==> config.mk <==
export PLATFORM = sky130hd
export DESIGN_NAME = sdram_timing_conv
export DESIGN_NICKNAME = d
export VERILOG_FILES = /design/src/rtl/sdt_pkg.sv /design/src/rtl/sdt_operand_sel.sv /design/src/rtl/sdt_serial_div.sv /design/src/rtl/sdt_derive.sv /design/src/rtl/sdram_timing_conv.sv
export SDC_FILE = /design/constraint.sdc
export NUM_CORES = 1
export LEC_CHECK = 0
export ABC_AREA = 1
export BUFFER_PORTS_ARGS = -buffer_cell sky130_fd_sc_hd__buf_2
export CORE_MARGIN = 2
export CORE_UTILIZATION = 64
export DETAILED_ROUTE_END_ITERATION = 10
export GPL_TIMING_DRIVEN = 0
export HOLD_SLACK_MARGIN = 0.1
export PLACE_DENSITY = 0.88
export SLEW_MARGIN = 10
export SYNTH_ARGS = -nofsm -noshare
export SYNTH_HDL_FRONTEND = slang
export SYNTH_SLANG_ARGS = --single-unit
==> constraint.sdc <==
create_clock -name clk -period 16.4 [get_ports clk]
set_clock_uncertainty 0.1 [all_clocks]
set_input_delay 3.28 -clock clk [delete_from_list [all_inputs] [get_ports clk]]
set_output_delay 3.28 -clock clk [all_outputs]
set_load 0.1 [all_outputs]
==> src/rtl/sdt_pkg.sv <==
package sdt_pkg;
  localparam int BYTE_W     = 8;
  localparam int RATE_W     = 7;
  localparam int CODE_MAX   = 5;
  localparam int QNS_SHIFT  = 2;
  localparam logic [BYTE_W-1:0] EMPTY_BYTE = '1;

  typedef logic [BYTE_W-1:0] spd_byte_t;

  typedef enum logic [2:0] {
    STEP_RAS, STEP_RP, STEP_RCD, STEP_RRD, STEP_RFC, STEP_REF
  } step_e;

  typedef enum logic [1:0] {
    PH_IDLE, PH_ISSUE, PH_WAIT, PH_FINISH
  } phase_e;

  // An all-ones byte stands for an empty slot.
  function automatic spd_byte_t clean_byte(input spd_byte_t b);
    return (b == EMPTY_BYTE) ? '0 : b;
  endfunction

  // Slower (larger) of the two slots after cleaning.
  function automatic spd_byte_t worst_of(input spd_byte_t a, input spd_byte_t b);
    spd_byte_t ca;
    spd_byte_t cb;
    ca = clean_byte(a);
    cb = clean_byte(b);
    return (ca > cb) ? ca : cb;
  endfunction

  // Low nibble, clamped, mapped to a refresh rate.
  function automatic logic [RATE_W-1:0] refresh_rate(input spd_byte_t code);
    logic [3:0] n;
    n = code[3:0];
    if (n > 4'(CODE_MAX)) n = 4'(CODE_MAX);
    case (n)
      4'd0:    return 7'd15;
      4'd1:    return 7'd3;
      4'd2:    return 7'd7;
      4'd3:    return 7'd31;
      4'd4:    return 7'd62;
      default: return 7'd125;
    endcase
  endfunction

  function automatic logic [31:0] sat_width(input logic [31:0] v, input int w);
    logic [31:0] lim;
    lim = (32'd1 << w) - 32'd1;
    return (v > lim) ? lim : v;
  endfunction

  function automatic logic [31:0] ceil_adjust(input logic [31:0] q, input logic rem_nz);
    return q + {31'd0, rem_nz};
  endfunction
endpackage

==> src/rtl/sdt_operand_sel.sv <==
module sdt_operand_sel
  import sdt_pkg::*;
(
  input  step_e     step,
  input  spd_byte_t ras_a,
  input  spd_byte_t ras_b,
  input  spd_byte_t rp_a,
  input  spd_byte_t rp_b,
  input  spd_byte_t rcd_a,
  input  spd_byte_t rcd_b,
  input  spd_byte_t rrd_a,
  input  spd_byte_t rrd_b,
  input  spd_byte_t rfc_a,
  input  spd_byte_t rfc_b,
  input  spd_byte_t ref_a,
  input  spd_byte_t ref_b,
  output spd_byte_t operand,
  output logic      rfc_absent
);
  spd_byte_t         w_ras, w_rp, w_rcd, w_rrd, w_rfc;
  logic [RATE_W-1:0] rate_a, rate_b, rate_min;

  always_comb begin
    w_ras    = worst_of(ras_a, ras_b);
    w_rp     = worst_of(rp_a, rp_b);
    w_rcd    = worst_of(rcd_a, rcd_b);
    w_rrd    = worst_of(rrd_a, rrd_b);
    w_rfc    = worst_of(rfc_a, rfc_b);
    rate_a   = refresh_rate(ref_a);
    rate_b   = refresh_rate(ref_b);
    rate_min = (rate_a < rate_b) ? rate_a : rate_b;
    unique case (step)
      STEP_RAS: operand = w_ras;
      STEP_RP:  operand = w_rp  >> QNS_SHIFT;
      STEP_RCD: operand = w_rcd >> QNS_SHIFT;
      STEP_RRD: operand = w_rrd >> QNS_SHIFT;
      STEP_RFC: operand = w_rfc;
      default:  operand = BYTE_W'(rate_min);
    endcase
    rfc_absent = (w_rfc == '0);
  end
endmodule

==> src/rtl/sdt_serial_div.sv <==
module sdt_serial_div #(
  parameter int NUM_W = 17,
  parameter int DEN_W = 10
) (
  input  logic             clk,
  input  logic             rst_n,
  input  logic             go,
  input  logic [NUM_W-1:0] dividend,
  input  logic [DEN_W-1:0] divisor,
  output logic             fin,
  output logic [NUM_W-1:0] quotient,
  output logic             rem_nz
);
  localparam int CNT_W = $clog2(NUM_W + 1);

  logic [NUM_W-1:0] acc;
  logic [DEN_W-1:0] rem, den_q;
  logic [CNT_W-1:0] cnt;
  logic             run;
  logic [DEN_W:0]   trial;
  logic             fits;

  always_comb begin
    trial = {rem, acc[NUM_W-1]};
    fits  = (trial >= {1'b0, den_q});
  end

  always_ff @(posedge clk or negedge rst_n) begin
    if (!rst_n) begin
      acc   <= '0;
      rem   <= '0;
      den_q <= '0;
      cnt   <= '0;
      run   <= 1'b0;
      fin   <= 1'b0;
    end else begin
      fin <= 1'b0;
      if (go) begin
        acc   <= dividend;
        rem   <= '0;
        den_q <= divisor;
        cnt   <= CNT_W'(NUM_W);
        run   <= 1'b1;
      end else if (run) begin
        acc <= {acc[NUM_W-2:0], fits};
        rem <= fits ? DEN_W'(trial - {1'b0, den_q}) : trial[DEN_W-1:0];
        cnt <= cnt - 1'b1;
        if (cnt == CNT_W'(1)) begin
          run <= 1'b0;
          fin <= 1'b1;
        end
      end
    end
  end

  assign quotient = acc;
  assign rem_nz   = |rem;
endmodule

==> src/rtl/sdt_derive.sv <==
module sdt_derive
  import sdt_pkg::*;
#(
  parameter int RAS_W    = 4,
  parameter int SHORT_W  = 3,
  parameter int RFC_W    = 5,
  parameter int TRC_W    = 5,
  parameter int MEM_W    = 9,
  parameter int TWTR_MHZ = 198
) (
  input  logic [RAS_W-1:0]   ras_f,
  input  logic [SHORT_W-1:0] rp_f,
  input  logic [RFC_W-1:0]   rfc_f,
  input  logic               rfc_absent,
  input  logic [MEM_W-1:0]   mem_mhz,
  output logic [TRC_W-1:0]   trc,
  output logic [RFC_W-1:0]   trfc,
  output logic [1:0]         twtr
);
  always_comb begin
    trc  = TRC_W'(ras_f) + TRC_W'(rp_f);
    trfc = rfc_absent ? RFC_W'(sat_width(32'(trc) + 32'd1, RFC_W)) : rfc_f;
    twtr = (32'(mem_mhz) > 32'(TWTR_MHZ)) ? 2'd2 : 2'd1;
  end
endmodule

==> src/rtl/sdram_timing_conv.sv <==
module sdram_timing_conv
  import sdt_pkg::*;
#(
  parameter int BUS_W    = 10,
  parameter int RAS_W    = 4,
  parameter int SHORT_W  = 3,
  parameter int RFC_W    = 5,
  parameter int REF_W    = 16,
  parameter int NS_DIV   = 1000,
  parameter int REF_DIV  = 16,
  parameter int TWTR_MHZ = 198
) (
  input  logic               clk,
  input  logic               rst_n,
  input  logic               start,
  input  logic [BUS_W-1:0]   bus_mhz,
  input  logic [7:0]         ras_ns_a,
  input  logic [7:0]         ras_ns_b,
  input  logic [7:0]         rp_qns_a,
  input  logic [7:0]         rp_qns_b,
  input  logic [7:0]         rcd_qns_a,
  input  logic [7:0]         rcd_qns_b,
  input  logic [7:0]         rrd_qns_a,
  input  logic [7:0]         rrd_qns_b,
  input  logic [7:0]         rfc_ns_a,
  input  logic [7:0]         rfc_ns_b,
  input  logic [7:0]         refcode_a,
  input  logic [7:0]         refcode_b,
  output logic               busy,
  output logic               done,
  output logic [RAS_W-1:0]   tras_clk,
  output logic [SHORT_W-1:0] trp_clk,
  output logic [SHORT_W-1:0] trcd_clk,
  output logic [SHORT_W-1:0] trrd_clk,
  output logic [RAS_W:0]     trc_clk,
  output logic [RFC_W-1:0]   trfc_clk,
  output logic [1:0]         twtr_clk,
  output logic [REF_W-1:0]   ref_int
);
  localparam int MEM_W  = BUS_W - 1;
  localparam int PROD_W = BYTE_W + MEM_W;
  localparam int TRC_W  = RAS_W + 1;
  localparam int DEN_W  = $clog2(NS_DIV + 1);

  phase_e              phase;
  step_e               step;
  logic [MEM_W-1:0]    mem_mhz;
  spd_byte_t           operand;
  logic                rfc_absent;
  logic                div_go, div_fin, div_rem_nz;
  logic [PROD_W-1:0]   dividend, quotient;
  logic [DEN_W-1:0]    divisor;
  logic [31:0]         q_floor, q_ceil;
  logic [RAS_W-1:0]    ras_f;
  logic [SHORT_W-1:0]  rp_f, rcd_f, rrd_f;
  logic [RFC_W-1:0]    rfc_f;
  logic [REF_W-1:0]    ref_f;
  logic [TRC_W-1:0]    trc_d;
  logic [RFC_W-1:0]    trfc_d;
  logic [1:0]          twtr_d;

  assign mem_mhz  = bus_mhz[BUS_W-1:1];
  assign div_go   = (phase == PH_ISSUE);
  assign dividend = PROD_W'(operand) * PROD_W'(mem_mhz);
  assign divisor  = (step == STEP_REF) ? DEN_W'(REF_DIV) : DEN_W'(NS_DIV);
  assign q_floor  = 32'(quotient);
  assign q_ceil   = ceil_adjust(q_floor, div_rem_nz);
  assign busy     = (phase != PH_IDLE);

  sdt_operand_sel u_sel (
    .step      (step),
    .ras_a     (ras_ns_a),  .ras_b (ras_ns_b),
    .rp_a      (rp_qns_a),  .rp_b  (rp_qns_b),
    .rcd_a     (rcd_qns_a), .rcd_b (rcd_qns_b),
    .rrd_a     (rrd_qns_a), .rrd_b (rrd_qns_b),
    .rfc_a     (rfc_ns_a),  .rfc_b (rfc_ns_b),
    .ref_a     (refcode_a), .ref_b (refcode_b),
    .operand   (operand),
    .rfc_absent(rfc_absent)
  );

  sdt_serial_div #(.NUM_W(PROD_W), .DEN_W(DEN_W)) u_div (
    .clk     (clk),
    .rst_n   (rst_n),
    .go      (div_go),
    .dividend(dividend),
    .divisor (divisor),
    .fin     (div_fin),
    .quotient(quotient),
    .rem_nz  (div_rem_nz)
  );

  sdt_derive #(
    .RAS_W(RAS_W), .SHORT_W(SHORT_W), .RFC_W(RFC_W), .TRC_W(TRC_W),
    .MEM_W(MEM_W), .TWTR_MHZ(TWTR_MHZ)
  ) u_derive (
    .ras_f     (ras_f),
    .rp_f      (rp_f),
    .rfc_f     (rfc_f),
    .rfc_absent(rfc_absent),
    .mem_mhz   (mem_mhz),
    .trc       (trc_d),
    .trfc      (trfc_d),
    .twtr      (twtr_d)
  );

  // Sequencer: one divide per step, results parked until the finish cycle.
  always_ff @(posedge clk or negedge rst_n) begin
    if (!rst_n) begin
      phase <= PH_IDLE;
      step  <= STEP_RAS;
      ras_f <= '0;
      rp_f  <= '0;
      rcd_f <= '0;
      rrd_f <= '0;
      rfc_f <= '0;
      ref_f <= '0;
    end else begin
      unique case (phase)
        PH_IDLE: if (start) begin
          step  <= STEP_RAS;
          phase <= PH_ISSUE;
        end
        PH_ISSUE: phase <= PH_WAIT;
        PH_WAIT: if (div_fin) begin
          unique case (step)
            STEP_RAS: ras_f <= RAS_W'(sat_width(q_ceil, RAS_W));
            STEP_RP:  rp_f  <= SHORT_W'(sat_width(q_ceil, SHORT_W));
            STEP_RCD: rcd_f <= SHORT_W'(sat_width(q_ceil, SHORT_W));
            STEP_RRD: rrd_f <= SHORT_W'(sat_width(q_ceil, SHORT_W));
            STEP_RFC: rfc_f <= RFC_W'(sat_width(q_ceil, RFC_W));
            default:  ref_f <= REF_W'(sat_width(q_floor, REF_W));
          endcase
          if (step == STEP_REF) begin
            phase <= PH_FINISH;
          end else begin
            step  <= step_e'(step + 3'd1);
            phase <= PH_ISSUE;
          end
        end
        default: phase <= PH_IDLE;
      endcase
    end
  end

  // Output bank: loaded once per conversion, together with done.
  always_ff @(posedge clk or negedge rst_n) begin
    if (!rst_n) begin
      done     <= 1'b0;
      tras_clk <= '0;
      trp_clk  <= '0;
      trcd_clk <= '0;
      trrd_clk <= '0;
      trc_clk  <= '0;
      trfc_clk <= '0;
      twtr_clk <= '0;
      ref_int  <= '0;
    end else begin
      done <= (phase == PH_FINISH);
      if (phase == PH_FINISH) begin
        tras_clk <= ras_f;
        trp_clk  <= rp_f;
        trcd_clk <= rcd_f;
        trrd_clk <= rrd_f;
        trc_clk  <= trc_d;
        trfc_clk <= trfc_d;
        twtr_clk <= twtr_d;
        ref_int  <= ref_f;
      end
    end
  end
endmodule

* Word level (Yosys, flattened, before mapping)
Cells that the tools add are included.
** Storage, ports and cells
- Register bits :: 125
- Input bits :: 109
- Output and inout port bits :: 43
- Logic and storage cells :: 144
** Operators by class
- $add $sub $neg :: 6
- Multipliers :: 1
- Order comparisons :: 15
- Eq/ne operators :: 30
- Multiplexer cells :: 50
- Bitwise logic cells :: 1
- Reduce and logical (&&, ||, !) cells :: 18
** Operators with widths (count)
- 8-bit 2-to-1 mux :: 15
- 8-bit equality test (second input constant) :: 10
- 7-bit case mux with 5 select lines :: 2
- 8-bit > comparator :: 5
- 10-bit 2-to-1 mux :: 4
- 8-bit case mux with 5 select lines :: 1
- 17-bit 2-to-1 mux :: 2
- 5-bit 2-to-1 mux :: 5
- 17-bit by 1-bit adder with 18-bit output :: 1
- 18-bit by 3-bit > comparator with 1-bit output (second input constant) :: 1
- 18-bit by 4-bit > comparator with 1-bit output (second input constant) :: 1
- 18-bit by 5-bit > comparator with 1-bit output (second input constant) :: 1
- 3-bit AND reduction :: 6
- 17-bit by 16-bit > comparator with 1-bit output (second input constant) :: 1
- 8-bit by 9-bit multiplier with 17-bit output :: 1
- 4-bit by 2-bit equality test with 1-bit output (second input constant) :: 4
- 16-bit 2-to-1 mux :: 1
- 3-bit 2-to-1 mux :: 4
- 4-bit 2-to-1 mux :: 3
- 11-bit by 10-bit greater-or-equal comparator with 1-bit output :: 1
- 10-bit OR reduction :: 1
- 10-bit subtractor :: 1
- 9-bit by 8-bit > comparator with 1-bit output (second input constant) :: 1
- 4-bit by 1-bit equality test with 1-bit output (second input constant) :: 2
- other kinds (30) :: 47

* Depth between registers and ports, before layout
- Word-level depth :: 9
- Depth in mapped cells :: 42
- Depth with buffers taken out :: 41

* By module
Synthesis repeated with hierarchy kept, for this count alone.
** Unflattened totals
- Cells, all modules :: 1773
- Area, all modules :: 11941.5 um^2
** Modules (own cells, without submodules)
- sdram_timing_conv :: instances 1, cells each 841, area an instance 6341.1 um^2, sequential area each 2026.9 um^2
- sdt_operand_sel :: instances 1, cells each 543, area an instance 2781.4 um^2, sequential area each 0.0 um^2
- sdt_serial_div :: instances 1, cells each 337, area an instance 2541.2 um^2, sequential area each 1101.1 um^2
- sdt_derive :: instances 1, cells each 52, area an instance 277.8 um^2, sequential area each 0.0 um^2

* Worst setup path before layout
Ideal clock, no wire load.
- Kind :: input-to-reg
- From :: in ras_ns_b[6]
- To :: reg u_div.acc[13] (netlist: u_div.quotient[13])
- Setup time :: 143 ps
- Data arrival time :: 8521 ps
- Required time :: 16157 ps
- Setup slack :: 7636 ps
- Stages on the path :: 30
- Buffers on the path :: 2
- Cells stage by stage :: nand4_1 > or2_2 > buf_2 > nand2_1 > ha_1 > a21o_1 > nor2_1 > nand2_1 > nand2_1 > buf_2 > nand2_1 > o211ai_1 > o211ai_1 > nand2_1 > nor2_1 > fa_1 > fa_1 > fa_1 > inv_1 > fa_1 > inv_1 > ha_1 > a21oi_1 > o21ai_0 > a31oi_1 > nor2_1 > nor2_1 > nand2_1 > nand3_1 > o221ai_1
** Between the ends
- Cells in the longest elaborated chain, start to end :: 7
** Ends and longest elaborated chain
- from (decl) :: line sdram_timing_conv.sv:18 : input logic [7:0] ras_ns_b,
- 8-bit equality test :: line sdt_pkg.sv:20 : return (b == EMPTY_BYTE) ? '0 : b;
- 8-bit 2-to-1 mux (*) :: line sdt_pkg.sv:20
- 8-bit > comparator :: line sdt_pkg.sv:29 : return (ca > cb) ? ca : cb;
- 8-bit 2-to-1 mux (*) :: line sdt_pkg.sv:29
- 8-bit case mux with 5 select lines (*) :: line sdt_operand_sel.sv:32 : unique case (step)
- 8-bit by 9-bit multiplier with 17-bit output (*) :: line sdram_timing_conv.sv:64 : assign dividend = PROD_W'(operand) * PROD_W'(mem_mhz);
- 17-bit 2-to-1 mux (*) :: line sdt_serial_div.sv:38 : if (go) begin
- to (signal assigned) :: line sdt_serial_div.sv:39 : acc <= dividend;
- to (signal assigned) :: line sdt_serial_div.sv:45 : acc <= {acc[NUM_W-2:0], fits};
- to (decl) :: line sdt_serial_div.sv:16 : logic [NUM_W-1:0] acc;
Mark *: on every way between the ends. The rest lies on a longest branch, timed or not.
A chain may end at the register's enable or synchronous reset.

* Worst setup path after layout
- From :: in rfc_ns_b[6]
- To :: reg u_div.acc[13] (netlist: u_div.quotient[13])
** Between the ends
- Cells in the longest elaborated chain, start to end :: 7
** Ends and longest elaborated chain
- from (decl) :: line sdram_timing_conv.sv:26 : input logic [7:0] rfc_ns_b,
- 8-bit equality test :: line sdt_pkg.sv:20
- 8-bit 2-to-1 mux (*) :: line sdt_pkg.sv:20
- 8-bit > comparator :: line sdt_pkg.sv:29
- 8-bit 2-to-1 mux (*) :: line sdt_pkg.sv:29
- 8-bit case mux with 5 select lines (*) :: line sdt_operand_sel.sv:32
- 8-bit by 9-bit multiplier with 17-bit output (*) :: line sdram_timing_conv.sv:64
- 17-bit 2-to-1 mux (*) :: line sdt_serial_div.sv:38
Marked as above.

==> out/metrics.cfg <==
[power_and_ir_drop]
vdd_drop_max_v=0.000106
p_per_area_nw_per_um2=110
power_leakage_nw=6.97
p_total_mw=1.36

[logic_synthesis]
synth_top_cell_area_share=0.273
synth_warnings=0
syn-mean-instance-area_um2=7.06
synthesis.nets=1774
synthTopCellsByArea=dfrtp_1 27%, nand2_1 14%, ha_1 12%
synth_seq_cells=117
synth.distinct_cells=47
synth_area_um2=10700
ys_seq_area_frac=0.273
synth_top_cell_by_area=dfrtp_1
synthFlopType=dfrtp_1
synth_cells=1519
synth_edf_count=0
async_flop_share=1.00

[sta]
finalCriticalPeriod_ns=9.34
holdWs_ns=0.382
slew_violations=0
timing.fmax_mhz=107
hold_violations=0
setup_viol=0
period_share=0.570
relSlewSlack=0.474
worst_slew_pin_slew_ns=0.786
tns_ns=0
fin_ws_ns=7.06
rsz0062_at_grt=false

[layout]
mostFrequentLayoutCells=405 x nand2_1, 262 x inv_1, 149 x buf_2
ff_latch_area_um2=2930
syn_to_final_growth_pct=14.9
fillers=1265
diodes=0
final_nets=1936
final_common_cell=nand2_1
drive_above_1_share=0.135
multi_input_area_um2=6660

[grt]
grt_pass1_vias=10400
grt_antenna_before_repair=0
grt.total_usage=0.324
grt_pass1_wl_mm=47.3
globalRouteOverflowTotal=0
grt_max_degree=99

[worst_hold_path]
hp-class=register to register
hp-start=trc_clk[0]
holdPathEnd=trc_clk[0]
holdPathStages=2

[detailed_routing]
drt-initial-drc-count=816
postRouteAntennaNets=0
drc_errors=0
wl_per_cell_um=14.7
via_per_inst=5.53
vias=10600
drt_pass1_iterations=7
drt-total-wl_mm=28.1

[clocking]
post-cts-setup-buffer-count=0
cts_resized=0
path_clk_slew_ns=0.06
cts_inserted_buffers=17
cts_num_sinks=117
holdBufCountCts=0
clkLatencyLatePin_ns=0.42
htreeDepth=4
cts_tree=yes
cts-root-buf=clkbuf_16
clock_path_buffers=2

[setup_path]
critPathMaxFanout=10
crit_required_ns=16.57
r2r_slack_ns=10.26
regToRegEndpoint=u_div.quotient[13]
cp_common_cell=nor2_1
path_buf_inv=4
crit_type=input port to register
cp_slowest_stage_delay_ns=0.56
cp_top_family=adder cells
rr_startpoint=step[0]
worstRegToRegCells=22
worst_setup_path_start_kind=input port
arrival_ns=9.51
critical_path.slowest_cell=fa_1
cp-end-kind=register

[floorplanning]
start_util=0.651
rows=47
die_area_um2=17800
die_x_um=133
io_pins=152
design.core.area_um2=16500
dieHeight_um=133

[placement]
hpwl_mm=21.8
post-place-ws_ns=6.72
port_buffers=142
place_congestion=0.956

[job]
maxCapViolations=0

[status]
status=completed

worst min-delay path, delay by kind of cell, from the launching register on:
kind	cells	cell delay [ns]
compound gates	1	0.06
flops	1	0.33
simple gates	1	0.05
metal layers:
metal  up-vias  track usage  share of wire
met5         -            0              0
met4         0        0.103          0.022
met3        55       0.0445          0.061
met2       418        0.580           0.50
met1      4932        0.407           0.42
li1       5173            -              -
synthesized netlist by cell type (2+ instances only):
| cell type | count |
|---|---|
| a21boi_0 | 2 |
| a21o_1 | 6 |
| a21oi_1 | 58 |
| a31oi_1 | 5 |
| buf_1 | 3 |
| buf_2 | 8 |
| clkbuf_1 | 15 |
| dfrtp_1 | 117 |
| fa_1 | 44 |
| ha_1 | 102 |
| inv_1 | 262 |
| inv_2 | 6 |
| nand2_1 | 405 |
| nand2_2 | 11 |
| nand3_1 | 66 |
| nand3_2 | 2 |
| nand3b_1 | 3 |
| nand4_1 | 23 |
| nand4_2 | 3 |
| nor2_1 | 146 |
| nor2_2 | 7 |
| nor2_4 | 6 |
| nor3_1 | 15 |
| nor3_2 | 2 |
| nor4_1 | 3 |
| o211ai_1 | 6 |
| o21a_1 | 4 |
| o21ai_0 | 115 |
| o21ai_1 | 10 |
| o21bai_1 | 5 |
| o221ai_1 | 11 |
| o22ai_1 | 8 |
| or2_2 | 4 |
| xnor2_1 | 5 |
| xor2_1 | 19 |
power breakdown:
part           total [mW]  leakage, nW  internal (mW)  switching (mW)
clock               0.367        0.274          0.225           0.142
sequential          0.340         1.52          0.316          0.0243
combinational       0.652         5.18          0.242           0.410
total                1.36         6.97          0.783           0.577
cells by family (layout without fill, tap and decap cells):
family,count (synthesis),count (layout),share of synthesized area
DFF,117,117,0.273
and+or+nand+nor,701,701,0.279
adders and majority gates,146,146,0.201
buffers and inverters,297,472,0.106
AOI/OAI and AO/OA,234,234,0.121
xor gates and xnor gates,24,24,0.0196
layout make-up:
type / count / area share
clock inverters: 14 / 0.0121
repair buffers: 143 / 0.0604
clock buffers: 18 / 0.0348
multi-input cells: 1105 / 0.541
plain buffers: 28 / 0.0103
flip-flops and latches: 117 / 0.238
inverters: 269 / 0.0819
well taps: 220 / 0.0223
state kept, by name (all words and copies together), names as in the netlist, 4 cells and up:
name	count
u_div.quotient	17
ref_f	16
ref_int	16
u_div.rem	10
rfc_f	5
trc_clk	5
trfc_clk	5
u_div.cnt	5
ras_f	4
tras_clk	4
worst max path at each step:
stage / cells after the start / start / to
3_3_place_gp: 31 / rfc_ns_b[6] / u_div.quotient[13]
4_1_cts: 31 / rfc_ns_b[6] / u_div.quotient[13]
5_1_grt: 36 / rfc_ns_b[6] / u_div.quotient[13]
3_5_place_dp: 30 / rfc_ns_b[6] / u_div.quotient[13]
2_1_floorplan: 30 / ras_ns_b[6] / u_div.quotient[13]
6_report: 31 / rfc_ns_b[6] / u_div.quotient[13]
per-stage QoR:
stage                     utilization  instance area [um2]  std cells
after detailed placement        0.713                11700       1882
after global placement          0.711                11700       1881
after CTS                       0.748                12300       1914
final                           0.748                12300       1914
after global routing            0.748                12300       1914
after floorplan                     -                10700       1519
Power figures use the tool's default switching activity.
